<file path="src/rtl/dfm_pkg.sv">
package dfm_pkg;
  typedef enum logic [1:0] {
    MODE_NONE    = 2'd0,
    MODE_BOTH_HI = 2'd1,
    MODE_BOTH_LO = 2'd2,
    MODE_MIXED   = 2'd3
  } dfm_mode_e;
endpackage

</file>
<file path="src/rtl/dfm_deficiency.sv">
module dfm_deficiency #(
  parameter int unsigned N = 8
) (
  input  logic [N-1:0] op_i,
  output logic [N:0]   def_o
);
  localparam logic [N:0] BASE = {1'b1, {N{1'b0}}};

  // two's complement widened by one bit so op=0 maps to 2^N
  assign def_o = BASE - {1'b0, op_i};

  always_comb begin

    zero_def_chk: assert (def_o[N] == (op_i == '0))
      else $error("deficiency MSB mismatch for op %0h", op_i);
  end
endmodule

</file>
<file path="src/rtl/dfm_mode_sel.sv">
module dfm_mode_sel
  import dfm_pkg::*;
(
  input  logic      msb_a_i,
  input  logic      msb_b_i,
  output dfm_mode_e mode_o
);
  always_comb begin
    unique case ({msb_a_i, msb_b_i})
      2'b11:   mode_o = MODE_BOTH_HI;
      2'b00:   mode_o = MODE_BOTH_LO;
      default: mode_o = MODE_MIXED;
    endcase
  end
endmodule

</file>
<file path="src/rtl/dfm_inner_mult.sv">
module dfm_inner_mult #(
  parameter int unsigned N = 8
) (
  input  logic [N:0]     d1_i,
  input  logic [N:0]     d2_i,
  output logic [2*N+1:0] prod_o
);
  localparam int unsigned PW = 2 * N + 2;

  assign prod_o = PW'(d1_i) * PW'(d2_i);
endmodule

</file>
<file path="src/rtl/dfm_upper.sv">
module dfm_upper
  import dfm_pkg::*;
#(
  parameter int unsigned N = 8
) (
  input  dfm_mode_e    mode_i,
  input  logic [N:0]   d1_i,
  input  logic [N:0]   d2_i,
  input  logic [N+1:0] carry_i,
  output logic [N-1:0] hi_o
);
  localparam int unsigned W = N + 2;
  localparam logic [W-1:0] BASE_W = W'(1) << N;

  logic [W-1:0] def_sum;
  logic [W-1:0] hi_full;

  assign def_sum = W'(d1_i) + W'(d2_i);

  always_comb begin
    unique case (mode_i)
      // deficiencies small: base stays above their sum
      MODE_BOTH_HI: hi_full = (BASE_W - def_sum) + carry_i;
      // deficiencies large: the excess over the base is taken from the carry
      MODE_BOTH_LO: hi_full = carry_i - (def_sum - BASE_W);
      default: begin
        if (def_sum > BASE_W) hi_full = carry_i - (def_sum - BASE_W);
        else                  hi_full = (BASE_W - def_sum) + carry_i;
      end
    endcase
  end

  assign hi_o = hi_full[N-1:0];

  always_comb begin

    hi_sum_fits_chk: assert (!(mode_i == MODE_BOTH_HI) || def_sum <= BASE_W)
      else $error("both-high mode with deficiency sum above base");

    lo_sum_excess_chk: assert (!(mode_i == MODE_BOTH_LO) || def_sum > BASE_W)
      else $error("both-low mode with deficiency sum not above base");

    no_overflow_chk: assert (hi_full[W-1:N] == '0)
      else $error("high half exceeds N bits");
  end
endmodule

</file>
<file path="src/rtl/dfm_mult.sv">
module dfm_mult
  import dfm_pkg::*;
#(
  parameter int unsigned N = 8
) (
  input  logic [N-1:0]   a_i,
  input  logic [N-1:0]   b_i,
  output logic [2*N-1:0] p_o,
  output logic [1:0]     mode_o
);
  localparam int unsigned PW = 2 * N;

  logic [N:0]     d1, d2;
  logic [2*N+1:0] dprod;
  logic [N-1:0]   hi;
  dfm_mode_e      mode;

  dfm_deficiency #(.N(N)) i_def_a (.op_i(a_i), .def_o(d1));
  dfm_deficiency #(.N(N)) i_def_b (.op_i(b_i), .def_o(d2));

  dfm_mode_sel i_mode_sel (
    .msb_a_i (a_i[N-1]),
    .msb_b_i (b_i[N-1]),
    .mode_o  (mode)
  );

  dfm_inner_mult #(.N(N)) i_inner (
    .d1_i   (d1),
    .d2_i   (d2),
    .prod_o (dprod)
  );

  dfm_upper #(.N(N)) i_upper (
    .mode_i  (mode),
    .d1_i    (d1),
    .d2_i    (d2),
    .carry_i (dprod[2*N+1:N]),
    .hi_o    (hi)
  );

  assign p_o    = {hi, dprod[N-1:0]};
  assign mode_o = mode;

  always_comb begin

    prod_match_chk: assert (p_o == PW'(a_i) * PW'(b_i))
      else $error("product mismatch");

    zero_prod_chk: assert (!(a_i == '0 || b_i == '0) || p_o == '0)
      else $error("zero operand gave nonzero product");

    mode_mixed_chk: assert ((a_i[N-1] == b_i[N-1]) || mode_o == 2'd3)
      else $error("mixed operands not in mixed mode");

    mode_valid_chk: assert (mode_o != 2'd0)
      else $error("unused mode code");
  end
endmodule

</file>
<file path="config.mk">
export PLATFORM = sky130hd
export DESIGN_NAME = dfm_mult
export DESIGN_NICKNAME = d
export VERILOG_FILES = /design/src/rtl/dfm_pkg.sv /design/src/rtl/dfm_deficiency.sv /design/src/rtl/dfm_mode_sel.sv /design/src/rtl/dfm_inner_mult.sv /design/src/rtl/dfm_upper.sv /design/src/rtl/dfm_mult.sv
export SDC_FILE = /design/constraint.sdc
export NUM_CORES = 1
export LEC_CHECK = 0
export BUFFER_PORTS_ARGS = -buffer_cell sky130_fd_sc_hd__buf_2
export CORE_MARGIN = 5
export CORE_UTILIZATION = 35
export DETAILED_ROUTE_END_ITERATION = 10
export SYNTH_ARGS = -nofsm -noshare
export SYNTH_HDL_FRONTEND = slang
export SYNTH_HIERARCHICAL = 1
export SYNTH_SLANG_ARGS = --single-unit
</file>
<file path="constraint.sdc">
create_clock -name vclk -period 8.44
set_input_delay 0.844 -clock vclk [all_inputs]
set_output_delay 0.844 -clock vclk [all_outputs]
set_load 0.02 [all_outputs]
</file>
==> results of run 1 <==
[layout by cell type (no fill, tap or decap), types with 2 or more instances in the layout]
cell type  count
and2_1        50
a211oi_2       2
nor3_2         2
nor3_1         5
nor4_1         3
a21boi_0       2
xor2_1         6
xnor2_1       24
buf_2         34
or2_1          2
a31oi_1        2
nor2b_1        3
nor2b_2        2
nor2_1        17
ha_1          52
nand2b_1       4
a21oi_1       11
or4_4          2
buf_4         10
nand2_1       36
inv_1         84
o21ai_0        6
o21ai_1        2
fa_1          51
a21o_1         4
o21a_1         4
[critical path: stages]
cell and delay, ns:
buf_2 0.13, or4_4 0.52, nor3_1 0.59, nand2_1 0.17, fa_1 0.54, fa_1 0.55, inv_1 0.06, fa_1 0.54
inv_1 0.06, fa_1 0.53, inv_1 0.04, ha_1 0.32, o21a_1 0.14, o31ai_2 0.09, a21boi_0 0.14, inv_1 0.06
ha_1 0.16, inv_1 0.05, fa_1 0.39, a21o_1 0.19, a21oi_2 0.17, o21bai_1 0.08, a21oi_1 0.19, xnor2_1 0.13
buf_2 0.18
[path summary, 6_finish.rpt]
| kind | to | depth (start not counted) | slack (ns) | startpoint |
|---|---|---|---|---|
| worst max-delay path | p_o[14] | 25 | 0.74 | b_i[3] |
| worst min-delay path | mode_o[1] | 3 | 2.01 | a_i[7] |
[per-stage QoR]
| step | hold slack [ns] | worst slack [ns] | cell area, um2 | utilization | std cells |
|---|---|---|---|---|---|
| 6_report | 2.009 | 0.7365 | 3746 | 0.4016 | 569 |
| 5_1_grt | 2.064 | 0.3447 | 3746 | 0.4016 | 569 |
| 4_1_cts | 2.008 | 0.7257 | 3746 | 0.4016 | 569 |
| 3_5_place_dp | 2.007 | 0.7589 | 3746 | 0.4016 | 569 |
| 3_3_place_gp | 2.002 | 0.8643 | 3746 | 0.4016 | 569 |
| 2_1_floorplan | 1.805 | 1.355 | 3366 | - | 401 |
[area by class of cell]
type                            count  area, um2  share of cell area
Inverter                           84      315.3             0.08417
Tap cell                          129      161.4             0.04309
Multi-Input combinational cell    312       3024              0.8073
Timing Repair Buffer               44      245.2             0.06546
[per-layer routing]
metal  share of wire  GRT usage  up-vias
li1                -          -     1330
met1            0.46     0.1816     1335
met2            0.51     0.2336       36
met3           0.023   0.003582        2
met4          0.0023   0.005410        0
met5               0          0        -
==> summary.txt, run 1 <==
Status: complete, no violations
HP Class: in2out
Fmax: 0.1298 GHz
Global-route usage over all layers: 0.1293
Sequential Area: 0 um2
Fill cell total of the finished layout: 964
RSZ-0062 raised after global routing: false
GRT overflow: 0
Synth Instances: 401
Crit path launch type: input pin
YS warnings: 6
Global-route wire length before repair: 12.52 mm
Final count of pins violating max slew: 0
Post-CTS Repair Setup Buffers: 0
Num rows: 35
Layout cell share with drive strength beyond 1: 0.1409
Initial core utilization: 0.3608
Max cap viols: 0
DRC viols: 0
Crit end category: primary output
Crit share post-route: 0.9127
Largest net degree at the start of global routing: 13
Largest fanout on the critical path: 8
Initial drt markers: 79
Total length of routed wires: 7.401 mm
IO Count: 34
Tmin final: 7.704 ns
Antenna viol nets, final: 0
Setup TNS: 0 ns
Hold buffers post-CTS: 0
Core region area: 9328 um2
Post-synthesis net count: 520
Die height: 108.1 um
Post-DP HPWL: 6.247 mm
Port bufs: 34
DR pass1 iterations: 4
Ant diodes: 0
Slew @ Worst Pin: 0.9556 ns
Clock buf count: 0
Layout area overhead: 11.30%
Cts repair resizes: 0
Mean Syn Cell Area: 8.393 um2
Die area: 11680 um2
Setup Viol. Count Final: 0
Initial antenna violation count: 0
Final hold vios: 0
Slew HR: 0.3583
DR WL/cell: 13.01 um
Critical path class: in2out
Via/cell ratio: 4.750
Synth Cell Area: 3366 um2
Req. time, crit path: 7.60 ns
Seq Cell Count: 0
RD Place Congestion: 0.8137
Vias in the first global route: 2697
Fin nets: 561
Die width: 108.1 um
CP arrival: 6.86 ns
Via Count: 2703
Power of run 1 is not shown: default switching activity piles up to over one toggle a cycle in this logic, so the estimate is an artifact.
==> run 2: changes to the inputs <==
- BUFFER_PORTS_ARGS: -buffer_cell sky130_fd_sc_hd__buf_2 -> unset
- DONT_BUFFER_PORTS: unset -> 1
==> summary.txt, run 2 (synthesized netlist as in run 1, its figures left out) <==
Status: complete, no violations
Hold Startpoint: b_i[7]
IO Count: 34
Post-Route M1 WL: 3.191 mm
Commonest non-fill, non-tap cells in the layout: 84 x inv_1, 52 x ha_1, 51 x fa_1
Final Power: 1.351 mW
Global-route wire length before repair: 12.19 mm
Num rows: 35
Final instance area: 3553 um2
Max cap viols: 0
Placed cell count: 532
Min-Delay Path Depth: 1
Port bufs: 0
Top routing layer in use: met3
Vias in the first global route: 2550
DRC viols: 0
Initial core utilization: 0.3608
Fill cell total of the finished layout: 988
Setup Viol. Count Final: 0
Clock buf count: 0
Hold buffers post-CTS: 0
Crit share post-route: 0.8904
Layout area overhead: 5.576%
Die area: 11680 um2
WL met3: 204 um
Critical path class: in2out
Final hold vios: 0
Post-CTS Repair Setup Buffers: 0
Die width: 108.1 um
DR pass1 iterations: 4
Post-DP HPWL: 5.914 mm
Static Leak: 1.815 nW
Sequential Area: 0 um2
Ant diodes: 0
Initial antenna violation count: 0
Slew @ Worst Pin: 1.005 ns
Placement Cell Area: 3553 um2
Largest fanout on the critical path: 8
Pwr Density: 380.2 nW/um2
Fin nets: 524
Die height: 108.1 um
Global-route usage over all layers: 0.1246
Crit path launch type: input pin
CP arrival: 6.67 ns
Layout cell share with drive strength beyond 1: 0.06203
Tmin final: 7.515 ns
Total length of routed wires: 7.041 mm
Final core utilization: 0.3810
RSZ-0062 raised after global routing: false
Slew HR: 0.3254
Via/cell ratio: 4.733
Worst Setup SP: b_i[6]
Hold endpoint: mode_o[1]
GRT overflow: 0
Final count of pins violating max slew: 0
Req. time, crit path: 7.60 ns
Fmax: 0.1331 GHz
Largest net degree at the start of global routing: 13
Setup TNS: 0 ns
RD Place Congestion: 0.8283
Seq Cell Count: 0
Cts repair resizes: 0
Most common cell after layout, fill and taps aside: inv_1
Final cell count without fillers: 532
Initial drt markers: 64
Crit end category: primary output
Via Count: 2518
HP Class: in2out
Core region area: 9328 um2
Worst vdd rail ir drop: 372.7 uV
Antenna viol nets, final: 0
DR WL/cell: 13.23 um
Met2 wire len: 3.644 mm
==> run 2: final cells by class <==
class / instances / area [um2] / share of cell area
multi-input cells: 312 / 3024 / 0.8511
repair buffers: 7 / 52.55 / 0.01479
inverters: 84 / 315.3 / 0.08873
well taps: 129 / 161.4 / 0.04542
==> run 2: metal layers <==
metal,vias to the layer above,GRT usage
met2,29,0.2265
met1,1229,0.1724
li1,1260,-
met3,0,0.007761
met4,0,0.002705
met5,-,0
==> run 2: stage by stage <==
stage / hold slack (ns) / setup slack, ns
after CTS: 1.813 / 0.8389
final: 1.810 / 0.9251
after floorplan: 1.805 / 1.355
after detailed placement: 1.813 / 0.8533
after global routing: 1.820 / 0.5040
after global placement: 1.816 / 0.9231
==> run 2: power by group <==
part	switching, mW	internal, mW	leakage (nW)
logic	0.848	0.503	1.81
registers	0	0	0
clock network	0	0	0
total	0.848	0.503	1.81
==> run 2: worst max-delay path, cell delays in order <==
cell and delay [ns]:
or4_4 0.53, nor3_1 0.58, nand2_1 0.17, fa_1 0.54, fa_1 0.55, inv_1 0.05, fa_1 0.53, inv_1 0.06
fa_1 0.53, inv_1 0.04, ha_1 0.32, o21a_1 0.14, o31ai_2 0.09, a21boi_0 0.14, inv_1 0.06, ha_1 0.16
inv_1 0.05, fa_1 0.39, a21o_1 0.19, a21oi_2 0.17, o21bai_1 0.08, a21oi_1 0.17, xnor2_1 0.28
==> run 2: worst max-delay path by stage <==
stage	end	slack, ns	cells past startpoint
detailed placement	p_o[14]	0.85	23
floorplan	p_o[14]	1.35	23
finish	p_o[14]	0.93	23
global placement	p_o[15]	0.92	22
global route	p_o[15]	0.50	21
CTS	p_o[14]	0.84	23
(Power assumes the default switching activity.)
==> run 3: changes to the inputs <==
- CELL_PAD_IN_SITES_DETAIL_PLACEMENT: unset -> 1
- CELL_PAD_IN_SITES_GLOBAL_PLACEMENT: unset -> 1
- GPL_ROUTABILITY_DRIVEN: unset -> 0
- PLACE_DENSITY_LB_ADDON: unset -> 0.1
==> summary.txt, run 3 (synthesized netlist as in run 1, its figures left out) <==
Slew HR: 0.2219
Most common cell after layout, fill and taps aside: inv_1
Fill cell total of the finished layout: 1163
Ant diodes: 0
Final core utilization: 0.3834
Pwr Density: 377.5 nW/um2
Final hold vios: 0
Crit path top cell by count: fa_1
Power Internal: 0.5038 mW
CP arrival: 6.73 ns
Via Count: 2615
Initial antenna violation count: 0
Status: complete, no violations
Psw: 0.8460 mW
IO Count: 34
Antenna viol nets, final: 0
Final instance area: 3576 um2
Static Leak: 1.829 nW
Worst hold margin: 1.810 ns
Sequential Area: 0 um2
Crit path launch type: input pin
Die height: 108.1 um
Initial drt markers: 30
Final Power: 1.350 mW
Fin nets: 527
Final count of pins violating max slew: 0
Worst vdd rail ir drop: 369.4 uV
Layout area overhead: 6.245%
Global-route usage over all layers: 0.1461
Die area: 11680 um2
Num rows: 35
RSZ-0062 raised after global routing: false
DRC viols: 0
Initial core utilization: 0.3608
Hold buffers post-CTS: 0
Placement Cell Area: 3576 um2
Die width: 108.1 um
Combinational share of power: 1.000
Hold Startpoint: b_i[7]
Commonest non-fill, non-tap cells in the layout: 84 x inv_1, 52 x ha_1, 51 x fa_1
Vias in the first global route: 2851
Layout cell share with drive strength beyond 1: 0.06897
HP Class: in2out
Largest net degree at the start of global routing: 13
Global-route wire length before repair: 13.94 mm
Core region area: 9328 um2
Multi-input logic area: 3024 um2
Sequential cell fraction of total power: 0
Setup Viol. Count Final: 0
DR WL/cell: 15.39 um
GRT overflow: 0
Critical path class: in2out
Post-DP HPWL: 6.993 mm
Slowest stage delay, CP: 0.59 ns
Slew @ Worst Pin: 1.159 ns
Req. time, crit path: 7.60 ns
Tmin final: 7.569 ns
Hold endpoint: mode_o[1]
Post-CTS Repair Setup Buffers: 0
Fmax: 0.1321 GHz
Port bufs: 0
Clock power share: 0
Setup TNS: 0 ns
Cts repair resizes: 0
Crit share post-route: 0.8969
Crit end category: primary output
Clock buf count: 0
Sw frac: 0.6267
Critical-path cell list: or4_4 > nor3_1 > and2_1 > fa_1 > fa_1 > fa_1 > inv_1 > fa_1 > inv_1 > ha_1 > a21o_1 > nor3_1 > a211oi_2 > a311o_1 > ha_1 > nor2_1 > nor2_1 > o41ai_2 > xnor2_1
Total length of routed wires: 8.233 mm
Via/cell ratio: 4.888
Largest fanout on the critical path: 8
Seq Cell Count: 0
Min-Delay Path Depth: 1
DR pass1 iterations: 4
Max cap viols: 0
Slowest-stage cell, CP: nor3_1
[run 3: changes by cell type in the layout (fill, tap and decap cells not counted)]
cell	before	now
buf_4	7	10
[run 3: worst max-delay path: cells and delay by family]
family / cells / cell delay [ns]
buffers and inverters: 2 / 0.10
and+or+nand+nor: 6 / 1.78
AOI/OAI and AO/OA: 4 / 0.82
xor gates and xnor gates: 1 / 0.43
adders and majority gates: 6 / 2.73
[run 3: how the worst max path moves through the flow]
stage / start / endpoint / cells after the start / slack [ns]
4_1_cts: b_i[6] / p_o[15] / 20 / 0.75
5_1_grt: b_i[6] / p_o[14] / 23 / 0.39
3_3_place_gp: b_i[6] / p_o[15] / 20 / 0.86
6_report: b_i[6] / p_o[15] / 19 / 0.87
2_1_floorplan: b_i[6] / p_o[14] / 23 / 1.35
3_5_place_dp: b_i[6] / p_o[15] / 20 / 0.78
[run 3: stage by stage]
step	setup slack [ns]	instances
after floorplan	1.355	401
after global placement	0.8619	535
after detailed placement	0.7802	535
after CTS	0.7492	535
after global routing	0.3904	535
final	0.8706	535
[run 3: area by class of cell]
type	instances	area share
Multi-Input combinational cell	312	0.8457
Inverter	84	0.08817
Tap cell	129	0.04514
Timing Repair Buffer	10	0.02099
[run 3: power groups by stage]
stage          Combinational (mW)  Sequential (mW)  Clock (mW)
2_1_floorplan                1.16                0           0
3_3_place_gp                 1.36                0           0
3_5_place_dp                 1.39                0           0
4_1_cts                      1.39                0           0
5_1_grt                      1.53                0           0
6_report                     1.35                0           0
[run 3: per-layer routing]
layer | vias up | track usage | wire, um
li1 | 1264 | - | -
met1 | 1336 | 0.1953 | 3717
met2 | 15 | 0.2806 | 4387
met3 | 0 | 0.001791 | 127
met4 | 0 | 0 | 0
met5 | - | 0 | 0
